**src/rtl/dma_end_pkg.sv**
```systemverilog
package dma_end_pkg;
  typedef enum logic [2:0] {
    SRC_NONE   = 3'd0,
    SRC_NORMAL = 3'd1,
    SRC_PERIPH = 3'd2,
    SRC_PIN    = 3'd3,
    SRC_ADDR   = 3'd4,
    SRC_RESET  = 3'd5
  } stop_src_e;
endpackage

```
**src/rtl/dmaend_len_counter.sv**
```systemverilog
module dmaend_len_counter #(
  parameter int BLK_W = 4,
  parameter int CNT_W = 16
) (
  input  logic             clk,
  input  logic             rst_n,
  input  logic             load,
  input  logic [BLK_W-1:0] cfg_blk,
  input  logic [CNT_W-1:0] cfg_cnt,
  input  logic             count_en,
  output logic             last_unit
);
  localparam int LEN_W = BLK_W + CNT_W + 1;

  logic [LEN_W-1:0] total_m1;
  logic [LEN_W-1:0] done_cnt;
  logic [LEN_W-1:0] eff_blk;
  logic [LEN_W-1:0] eff_cnt;
  logic [LEN_W-1:0] product;

  // a zero field stands for the full power-of-two range
  always_comb begin
    eff_blk = (cfg_blk == '0) ? (LEN_W'(1) << BLK_W) : LEN_W'(cfg_blk);
    eff_cnt = (cfg_cnt == '0) ? (LEN_W'(1) << CNT_W) : LEN_W'(cfg_cnt);
    product = eff_blk * eff_cnt;
  end

  always_ff @(posedge clk) begin
    if (!rst_n) begin
      total_m1 <= '0;
      done_cnt <= '0;
    end else if (load) begin
      total_m1 <= product - LEN_W'(1);
      done_cnt <= '0;
    end else if (count_en) begin
      done_cnt <= done_cnt + LEN_W'(1);
    end
  end

  assign last_unit = count_en && (done_cnt == total_m1);

  AST_NO_OVERFLOW: assert property (@(posedge clk) disable iff (!rst_n)
    count_en |-> (done_cnt <= total_m1));
endmodule

```
**src/rtl/dmaend_cause_arb.sv**
```systemverilog
module dmaend_cause_arb
  import dma_end_pkg::*;
(
  input  logic      busy,
  input  logic      chan_rst,
  input  logic      addr_err,
  input  logic      periph_stop,
  input  logic      pin_stop,
  input  logic      last_unit,
  output logic      fire,
  output logic      is_err,
  output logic      is_norm,
  output stop_src_e code
);
  always_comb begin
    fire    = 1'b1;
    is_err  = 1'b0;
    is_norm = 1'b0;
    code    = SRC_NONE;
    if (chan_rst) begin
      code = SRC_RESET;
    end else if (busy && addr_err) begin
      code   = SRC_ADDR;
      is_err = 1'b1;
    end else if (busy && periph_stop) begin
      code   = SRC_PERIPH;
      is_err = 1'b1;
    end else if (busy && pin_stop) begin
      code   = SRC_PIN;
      is_err = 1'b1;
    end else if (busy && last_unit) begin
      code    = SRC_NORMAL;
      is_norm = 1'b1;
    end else begin
      fire = 1'b0;
    end
  end
endmodule

```
**src/rtl/dma_end_tracker.sv**
```systemverilog
module dma_end_tracker
  import dma_end_pkg::*;
#(
  parameter int BLK_W = 4,
  parameter int CNT_W = 16
) (
  input  logic             clk,
  input  logic             rst_n,
  input  logic             start,
  input  logic [BLK_W-1:0] blk_size,
  input  logic [CNT_W-1:0] xfer_cnt,
  input  logic             unit_done,
  input  logic             periph_stop,
  input  logic             pin_stop,
  input  logic             addr_err,
  input  logic             chan_rst,
  output logic             busy,
  output logic [2:0]       stop_src,
  output logic             end_irq,
  output logic             err_irq
);
  logic      load;
  logic      count_en;
  logic      last_unit;
  logic      fire;
  logic      is_err;
  logic      is_norm;
  stop_src_e arb_code;
  stop_src_e src_q;

  assign load     = start && !busy && !chan_rst;
  assign count_en = busy && unit_done;

  dmaend_len_counter #(.BLK_W(BLK_W), .CNT_W(CNT_W)) u_len (
    .clk(clk), .rst_n(rst_n), .load(load), .cfg_blk(blk_size),
    .cfg_cnt(xfer_cnt), .count_en(count_en), .last_unit(last_unit)
  );

  dmaend_cause_arb u_arb (
    .busy(busy), .chan_rst(chan_rst), .addr_err(addr_err),
    .periph_stop(periph_stop), .pin_stop(pin_stop), .last_unit(last_unit),
    .fire(fire), .is_err(is_err), .is_norm(is_norm), .code(arb_code)
  );

  always_ff @(posedge clk) begin
    if (!rst_n) begin
      busy    <= 1'b0;
      src_q   <= SRC_NONE;
      end_irq <= 1'b0;
      err_irq <= 1'b0;
    end else begin
      end_irq <= 1'b0;
      err_irq <= 1'b0;
      if (fire) begin
        busy    <= 1'b0;
        src_q   <= arb_code;
        end_irq <= is_norm;
        err_irq <= is_err;
      end else if (load) begin
        busy  <= 1'b1;
        src_q <= SRC_NONE;
      end
    end
  end

  assign stop_src = src_q;

  AST_IRQ_EXCLUSIVE: assert property (@(posedge clk) disable iff (!rst_n)
    !(end_irq && err_irq));
  AST_END_CODE: assert property (@(posedge clk) disable iff (!rst_n)
    end_irq |-> (stop_src == 3'd1 && !busy));
  AST_ERR_CODE: assert property (@(posedge clk) disable iff (!rst_n)
    err_irq |-> (stop_src == 3'd2 || stop_src == 3'd3 || stop_src == 3'd4));
  AST_IRQ_SINGLE: assert property (@(posedge clk) disable iff (!rst_n)
    (end_irq || err_irq) |=> !(end_irq || err_irq));
  AST_CODE_HOLD: assert property (@(posedge clk) disable iff (!rst_n)
    (!busy && !start && !chan_rst) |=> $stable(stop_src));
  AST_RST_CODE: assert property (@(posedge clk) disable iff (!rst_n)
    chan_rst |=> (stop_src == 3'd5 && !busy && !end_irq && !err_irq));
  AST_ADDR_WINS: assert property (@(posedge clk) disable iff (!rst_n)
    (busy && addr_err && !chan_rst) |=> (stop_src == 3'd4 && err_irq));
endmodule

```
**config.mk**
```make
export PLATFORM = sky130hd
export DESIGN_NAME = dma_end_tracker
export DESIGN_NICKNAME = d
export VERILOG_FILES = /design/src/rtl/dma_end_pkg.sv /design/src/rtl/dmaend_len_counter.sv /design/src/rtl/dmaend_cause_arb.sv /design/src/rtl/dma_end_tracker.sv
export SDC_FILE = /design/constraint.sdc
export NUM_CORES = 1
export LEC_CHECK = 0
export BUFFER_PORTS_ARGS = -buffer_cell sky130_fd_sc_hd__buf_2
export CORE_UTILIZATION = 35
export DETAILED_ROUTE_END_ITERATION = 8
export SETUP_SLACK_MARGIN = 0.1
export SYNTH_ARGS = -nofsm -noshare
export SYNTH_HDL_FRONTEND = slang
export SYNTH_SLANG_ARGS = --single-unit
```
**constraint.sdc**
```tcl
create_clock -name clk -period 9.3 [get_ports clk]
set_input_delay 1.86 -clock clk [delete_from_list [all_inputs] [get_ports clk]]
set_output_delay 1.86 -clock clk [all_outputs]
set_load 0.1 [all_outputs]
```
-- After elaboration in Yosys (flattened, before gate mapping)
Index checks and enable logic that the tools add are counted.
- multiplexer cells: 17
- reduce and logical (&&, ||, !) cells: 17
- $mul: 1
- eq/ne operators: 1
- bitwise operators: 2
- add/sub/neg operators: 2
- operators with widths (cell ; number):
    adder 21 x 1 -> 21 bit, second input constant ; 1
    == test 21 bit ; 1
    multiplier 21 x 21 -> 21 bit ; 1
    subtractor 21 x 1 -> 21 bit, second input constant ; 1
    2-to-1 mux 3 bit ; 6
    2-to-1 mux 17 bit ; 1
    logical NOT 16 bit ; 1
    2-to-1 mux 1 bit ; 9
    logical AND 1 bit ; 8
    OR reduction 6 bit ; 1
    2-to-1 mux 5 bit ; 1
    logical NOT 4 bit ; 1
    OR reduction 2 bit ; 2
    OR reduction 3 bit ; 1
    logical NOT 1 bit ; 2
    inverter 1 bit ; 2
    nonzero test 2 bit ; 1
- bits of input ports: 28
- register bits: 48
- word-level logic and storage cells: 46

-- Logic depth before layout (Yosys ltp)
Gate-level depths: netlist of the first run.
- depth after elaboration: 10
- mapped depth: 17
- depth with buffers taken out: 15

-- Hierarchy
Synthesis of the first run repeated with hierarchy kept, for this count alone.
- cells, all modules: 639
- area total of the unflattened synthesis: 5245.0 µm²
- modules (own cells, without submodules) (module ; instances ; area an instance (µm²) ; sequential area each (µm²) ; cells each):
    dmaend_len_counter ; 1 ; 4947.2 ; 840.8 ; 609
    dma_end_tracker ; 1 ; 211.5 ; 120.1 ; 18
    dmaend_cause_arb ; 1 ; 86.3 ; 0.0 ; 12

-- Worst setup path after synthesis of the first run
OpenSTA, ideal clock, no wires.
- path type: input -> register
- from: in blk_size[3]
- to: reg u_len.total_m1[19]
- path slack: 3316 ps
- library setup time: 73 ps
- stages on the path: 17
- path buffers: 2
- required time: 9227 ps
- arrival: 5911 ps
- cell sequence: clkbuf_1 nor4_4 clkbuf_1 nand2_1 ha_1 inv_1 fa_1 inv_1 fa_1 inv_1 ha_1 a211oi_2 o21bai_1 a2111oi_1 o21bai_1 or3_1 o211ai_2
- word-level cells in the longest chain between the ends: 4
- ends and longest elaborated chain (item ; RTL line ; source):
    start, declared ; dma_end_tracker.sv:10 ; input logic [BLK_W-1:0] blk_size,
    logical NOT 4 bit ; dmaend_len_counter.sv:23 ; eff_blk = (cfg_blk == '0) ? (LEN_W'(1) << BLK_W) : LEN_W'(cfg_blk);
    2-to-1 mux 5 bit * ; dmaend_len_counter.sv:23 ;
    multiplier 21 x 21 -> 21 bit * ; dmaend_len_counter.sv:25 ; product = eff_blk * eff_cnt;
    subtractor 21 x 1 -> 21 bit * ; dmaend_len_counter.sv:33 ; total_m1 <= product - LEN_W'(1);
    end signal, assigned ; dmaend_len_counter.sv:33 ;
    end, declared ; dmaend_len_counter.sv:15 ; logic [LEN_W-1:0] total_m1;
Every way passes the cells marked *; elsewhere a longest branch is shown, timed or not.
A chain may end at the register's enable or synchronous reset.

-- Final worst setup path of the first run
Same ends and word-level chain as after synthesis.

==> flow_metrics.tcl, run 1 <==
set metrics [dict create \
    tightest_slew_ns 0.938 \
    layout_commonest_cell "inv_1" \
    synth-main-ff-cell "dfxtp_1" \
    ys_ff_latch 48 \
    status "complete, no violations" \
    max_slew_margin_pct 37.3 \
    grt_overflow 0 \
    finalWirelength_mm 10.7 \
    setup_viol 0 \
    core_mm2 0.0145 \
    track_usage_pct 15.2 \
    fin_area_mm2 0.00565 \
    rsz0062_at_grt "false" \
    htree_levels 2 \
    slew_violations 0 \
    async_reset_ff_share_pct 0 \
    hp-class "flip-flop to flip-flop" \
    ys_warn_count 0 \
    cts_buffers 5 \
    max-cap-violations 0 \
    first_pass_iters 4 \
    cts_tree "built" \
    synth-seq-area-share_pct 18.5 \
    syn_nets 763 \
    syn_avg_cell_area_um2 8.03 \
    post_cts_buffers 0 \
    hpwl_mm 8.77 \
    startpoint_type "primary input" \
    gp_congestion 0.858 \
    drcViolationCount 0 \
    ios 34 \
    vias 4103 \
    num_antenna_cells 0 \
    post-place-ws_ns 2.99 \
    final_cell_mix "inv_1 (115), nand2_1 (76), and2_1 (57)" \
    combPwrFrac_pct 57.8 \
    clkTransAtPathRegs_ns 0.06 \
    ys_types 47 \
    setup_ws_ns 3.25 \
    p_int_mw 0.556 \
    hold_viol 0 \
    postRouteAntennaNets 0 \
    critical_path_class "primary input to flip-flop" \
    dieWidth_um 124 \
    p_seq_share_pct 24.9 \
    avgRoutedWirePerCell_um 12.6 \
    die_area_mm2 0.0153 \
    drt-initial-drc-count 173 \
    place_inst 844 \
    row_count 44 \
    io_buffers 33 \
    drive_above_1_share_pct 6.45 \
    start_util_pct 35.8 \
    globalRouteMet2Util_pct 22.9 \
    end_kind "flip-flop" \
    stdcell_count 851 \
    finClkSkew_ns 0.00256 \
    clock.fmax_ghz 0.165 \
    setup_tns_ns 0 \
    p_leak_nw 2.62 \
    busiest_layer "met1" \
    fillCellCount 1487 \
    ctsHoldBuffers 0 \
    synth_area_mm2 0.00519 \
    clkLatencyLatePin_ns 0.28 \
    cp_max_fo 18 \
    root_buffer "clkbuf_16" \
    ctsResizeCount 0 \
    routed_via_density 4.82 \
    cp_data_arrival_time_ns 6.26 \
    dpl_cell_area_mm2 0.00551 \
    grt_pass1_vias 3889 \
    clockPowerShare_pct 17.3 \
    fin_nets 784 \
    p_switching_mw 0.412 \
    gr-usage-met3_pct 1.10 \
    p_per_area_mw_per_mm2 171 \
    antenna_found_initial 0 \
    grt_pass1_wl_mm 18.8 \
    area_delta_synth_final_pct 8.85 \
    grt_max_degree 38 \
    cts_sinks 48 \
    clk_path_buf_depth 2 \
    synth_cells 646 \
    die_h_um 124 \
    swShare_pct 42.6 \
    vdd_drop_max_mv 0.0949 \
    holdWs_ns 0.476 \
    use_met1_pct 23.2 \
    min_period_over_period_pct 65.0 \
    cp.required_ns 9.51 \
    synth_enable_flop_cells 0 \
    min_period_ns 6.05 \
]
[final cells by class]
type	count	area, um^2	share of cell area [%]
timing repair buffer	34	173	3.06
multi-input combinational	463	3720	65.8
sequential	48	961	17.0
inverter	115	432	7.64
tap	184	230	4.08
clock buffer	6	129	2.28
clock inverter	1	5.00	0.0886
[cells by family after synthesis]
logic type      count (synthesis)  share of synthesized area [%]
compound gates                 94                           11.8
fa+ha+maj                      89                           28.4
flops                          48                           18.5
mux                             2                          0.386
buf+inv                       135                           9.81
xor+xnor                       50                           8.44
simple gates                  228                           22.7
[state kept, by name, indices dropped and copies added, names as in the netlist]
name            flops
stop_src            3
u_len.done_cnt     21
u_len.total_m1     21
err_irq             1
busy                1
end_irq             1
[through the flow]
step                      util (%)  power (mW)
after floorplan                  -       0.683
after global placement        38.1       0.795
after detailed placement      38.1       0.803
after CTS                     39.0       0.973
after global routing          39.0        1.08
final                         39.0       0.968
[per-layer routing]
layer | up-vias | routed length, um | share of wire (%)
met4 | 0 | 114 | 1.1
met5 | - | 0 | 0
met2 | 65 | 4480 | 42
li1 | 2124 | - | -
met1 | 1906 | 5840 | 54
met3 | 8 | 301 | 2.8
[power groups by stage]
| stage | Combinational (mW) | Sequential [mW] | Clock [mW] |
|---|---|---|---|
| floorplan | 0.433 | 0.250 | 0 |
| global placement | 0.550 | 0.245 | 0 |
| detailed placement | 0.556 | 0.246 | 0 |
| CTS | 0.561 | 0.241 | 0.171 |
| global route | 0.654 | 0.244 | 0.181 |
| finish | 0.560 | 0.241 | 0.168 |
[critical path, stage by stage]
cell and delay [ns]:
buf_2 0.21, nor4_4 0.75, nand2_1 0.14, ha_1 0.31, inv_1 0.05, fa_1 0.53
inv_1 0.06, fa_1 0.52, inv_1 0.04, ha_1 0.38, a211oi_2 0.24, o21bai_1 0.10
a2111oi_1 0.40, o21bai_1 0.14, or3_1 0.37, o211ai_2 0.14
[cell usage after synthesis (3+ instances only)]
| library cell | instances | area [um^2] |
|---|---|---|
| ha_1 | 41 | 513 |
| o211a_1 | 3 | 30.0 |
| or3_1 | 5 | 31.3 |
| xnor2_1 | 27 | 236 |
| a31oi_1 | 3 | 18.8 |
| nor4_1 | 6 | 37.5 |
| a21oi_1 | 22 | 110 |
| a211oi_1 | 3 | 22.5 |
| inv_1 | 115 | 432 |
| o21bai_1 | 3 | 22.5 |
| and3_1 | 8 | 50.1 |
| xor2_1 | 23 | 201 |
| o21ai_0 | 21 | 105 |
| nor2_1 | 31 | 116 |
| nand4b_1 | 4 | 35.0 |
| nand4_1 | 13 | 81.3 |
| nand3_1 | 16 | 80.1 |
| dfxtp_1 | 48 | 961 |
| a21boi_0 | 7 | 52.6 |
| fa_1 | 48 | 961 |
| clkbuf_1 | 18 | 67.6 |
| and2_1 | 57 | 357 |
| o21ai_1 | 6 | 30.0 |
| nand2_1 | 76 | 285 |
| a21o_1 | 5 | 37.5 |
| and4_1 | 3 | 26.3 |
| o211ai_1 | 6 | 45.0 |
[path summary, 6_finish.rpt]
check / startpoint / endpoint / slack (ns) / depth (start not counted)
worst max register to register: busy / stop_src[0] / 6.69 / 6
worst max-delay path: blk_size[3] / u_len.total_m1[19] / 3.25 / 16
worst min register to register: u_len.total_m1[13] / u_len.total_m1[13] / 0.48 / 2
worst min-delay path: u_len.total_m1[13] / u_len.total_m1[13] / 0.48 / 2
Note: power is estimated with default switching activity, not from simulation.
==> inputs of run 2 (changes only) <==
==> constraint.sdc (replaced) <==
create_clock -name clk -period 5.4 [get_ports clk]
set_input_delay 1.08 -clock clk [delete_from_list [all_inputs] [get_ports clk]]
set_output_delay 1.08 -clock clk [all_outputs]
set_load 0.1 [all_outputs]
==> run 2 against run 1 <==
Against the previous run:
- register-to-register slack worse by 3.4 ns
- count of clock-buffer cells in the layout up 1
- clock power up 86%
- combinational power up 75%
- highest routed layer unchanged
- largest power group unchanged
- critical path type unchanged
- sequential cell count unchanged
- power up 76%
==> flow_metrics.tcl, run 2 (synthesis results as in run 1) <==
set metrics [dict create \
    status "complete, no violations" \
    avgRoutedWirePerCell_um 12.8 \
    core_mm2 0.0145 \
    routed_via_density 4.81 \
    cp_max_fo 6 \
    post_cts_buffers 0 \
    grt_pass1_wl_mm 19.0 \
    crit_family "adder cells" \
    final_cell_mix "inv_1 (115), nand2_1 (76), and2_1 (57)" \
    drt-initial-drc-count 228 \
    drcViolationCount 0 \
    layout_commonest_cell "inv_1" \
    swShare_pct 42.5 \
    die_h_um 124 \
    fin_area_mm2 0.00573 \
    die_area_mm2 0.0153 \
    slowest_stage "fa_1" \
    cts_sinks 48 \
    row_count 44 \
    hold_viol 0 \
    cp_data_arrival_time_ns 5.12 \
    slew_violations 0 \
    min_period_ns 4.91 \
    setup_ws_ns 0.491 \
    p_leak_nw 2.67 \
    max_slew_margin_pct 53.5 \
    vias 4142 \
    crit_buf_inv 3 \
    cts_buffers 5 \
    p_per_area_mw_per_mm2 298 \
    combPwrFrac_pct 57.3 \
    startpoint_type "primary input" \
    rsz0062_at_grt "false" \
    clkLatencyLatePin_ns 0.29 \
    finalPower_mw 1.71 \
    critical_path_class "primary input to flip-flop" \
    clock.fmax_ghz 0.204 \
    grt_pass1_vias 4080 \
    critPathMaxStageDelay_ns 0.52 \
    clkTransAtPathRegs_ns 0.06 \
    stdcell_count 861 \
    post-place-ws_ns 0.208 \
    tightest_slew_ns 0.696 \
    setup_viol 0 \
    max-cap-violations 0 \
    clockPowerShare_pct 18.4 \
    ios 34 \
    grt_overflow 0 \
    postRouteAntennaNets 0 \
    p_int_mw 0.980 \
    min_period_over_period_pct 90.9 \
    finClkSkew_ns 0.00327 \
    io_buffers 33 \
    dpl_cell_area_mm2 0.00557 \
    ctsResizeCount 0 \
    setup_tns_ns 0 \
    p_switching_mw 0.726 \
    htree_levels 2 \
    hpwl_mm 8.94 \
    place_inst 852 \
    root_buffer "clkbuf_16" \
    holdWs_ns 0.473 \
    grt_max_degree 38 \
    hp-class "flip-flop to flip-flop" \
    clk_path_buf_depth 2 \
    ctsHoldBuffers 0 \
    dieWidth_um 124 \
    track_usage_pct 15.4 \
    gp_congestion 0.845 \
    crit_top_cell "fa_1" \
    first_pass_iters 4 \
    antenna_found_initial 0 \
    cp.required_ns 5.62 \
    p_seq_share_pct 24.4 \
    finish.utilization_pct 39.6 \
    fin_nets 793 \
    drive_above_1_share_pct 7.83 \
    path_cells "buf_2, nor4_1, and4_1, and2_1, fa_1, fa_1, inv_1, fa_1, inv_1, ha_1, a21o_1, a21oi_1, and3_1, a221oi_1, or3_1, a31oi_1" \
    num_antenna_cells 0 \
    start_util_pct 35.8 \
    end_kind "flip-flop" \
    finalWirelength_mm 11.0 \
    cts_tree "built" \
    area_delta_synth_final_pct 10.5 \
    vdd_drop_max_mv 0.151 \
]
-- run 2: power by group through the flow --
stage / combinational (mW) / sequential [mW] / clock (mW)
2_1_floorplan: 0.746 / 0.431 / 0
3_3_place_gp: 0.957 / 0.422 / 0
3_5_place_dp: 0.972 / 0.424 / 0
4_1_cts: 0.978 / 0.416 / 0.321
5_1_grt: 1.12 / 0.419 / 0.334
6_report: 0.978 / 0.416 / 0.313
-- run 2: worst paths after layout --
check | slack [ns] | cells past startpoint | start | end
max | 0.49 | 16 | xfer_cnt[14] | u_len.total_m1[20]
min | 0.47 | 2 | u_len.total_m1[13] | u_len.total_m1[13]
max reg2reg | 3.32 | 7 | busy | stop_src[0]
min reg2reg | 0.47 | 2 | u_len.total_m1[13] | u_len.total_m1[13]
-- run 2: layer usage --
metal | vias up | GRT usage [%] | part of all wire (%)
li1 | 2142 | - | -
met1 | 1912 | 21.5 | 52
met2 | 72 | 25.0 | 43
met3 | 16 | 1.51 | 2.8
met4 | 0 | 4.22 | 1.5
met5 | - | 0 | 0
-- run 2: worst register-to-register path, delay by kind of cell (launching register included) --
family                 cells  cell delay [ns]
AOI/OAI and AO/OA          2             0.25
buffers and inverters      1             0.28
and+or+nand+nor            4             0.94
DFF                        1             0.55
-- run 2: cell type report --
| cell class | instances | area, um^2 |
|---|---|---|
| timing repair buffer | 43 | 240 |
| sequential | 48 | 961 |
| inverter | 115 | 432 |
| fill | 1482 | 8750 |
| clock buffer | 7 | 143 |
| tap | 184 | 230 |
| multi-input combinational | 463 | 3720 |
| clock inverter | 1 | 7.51 |
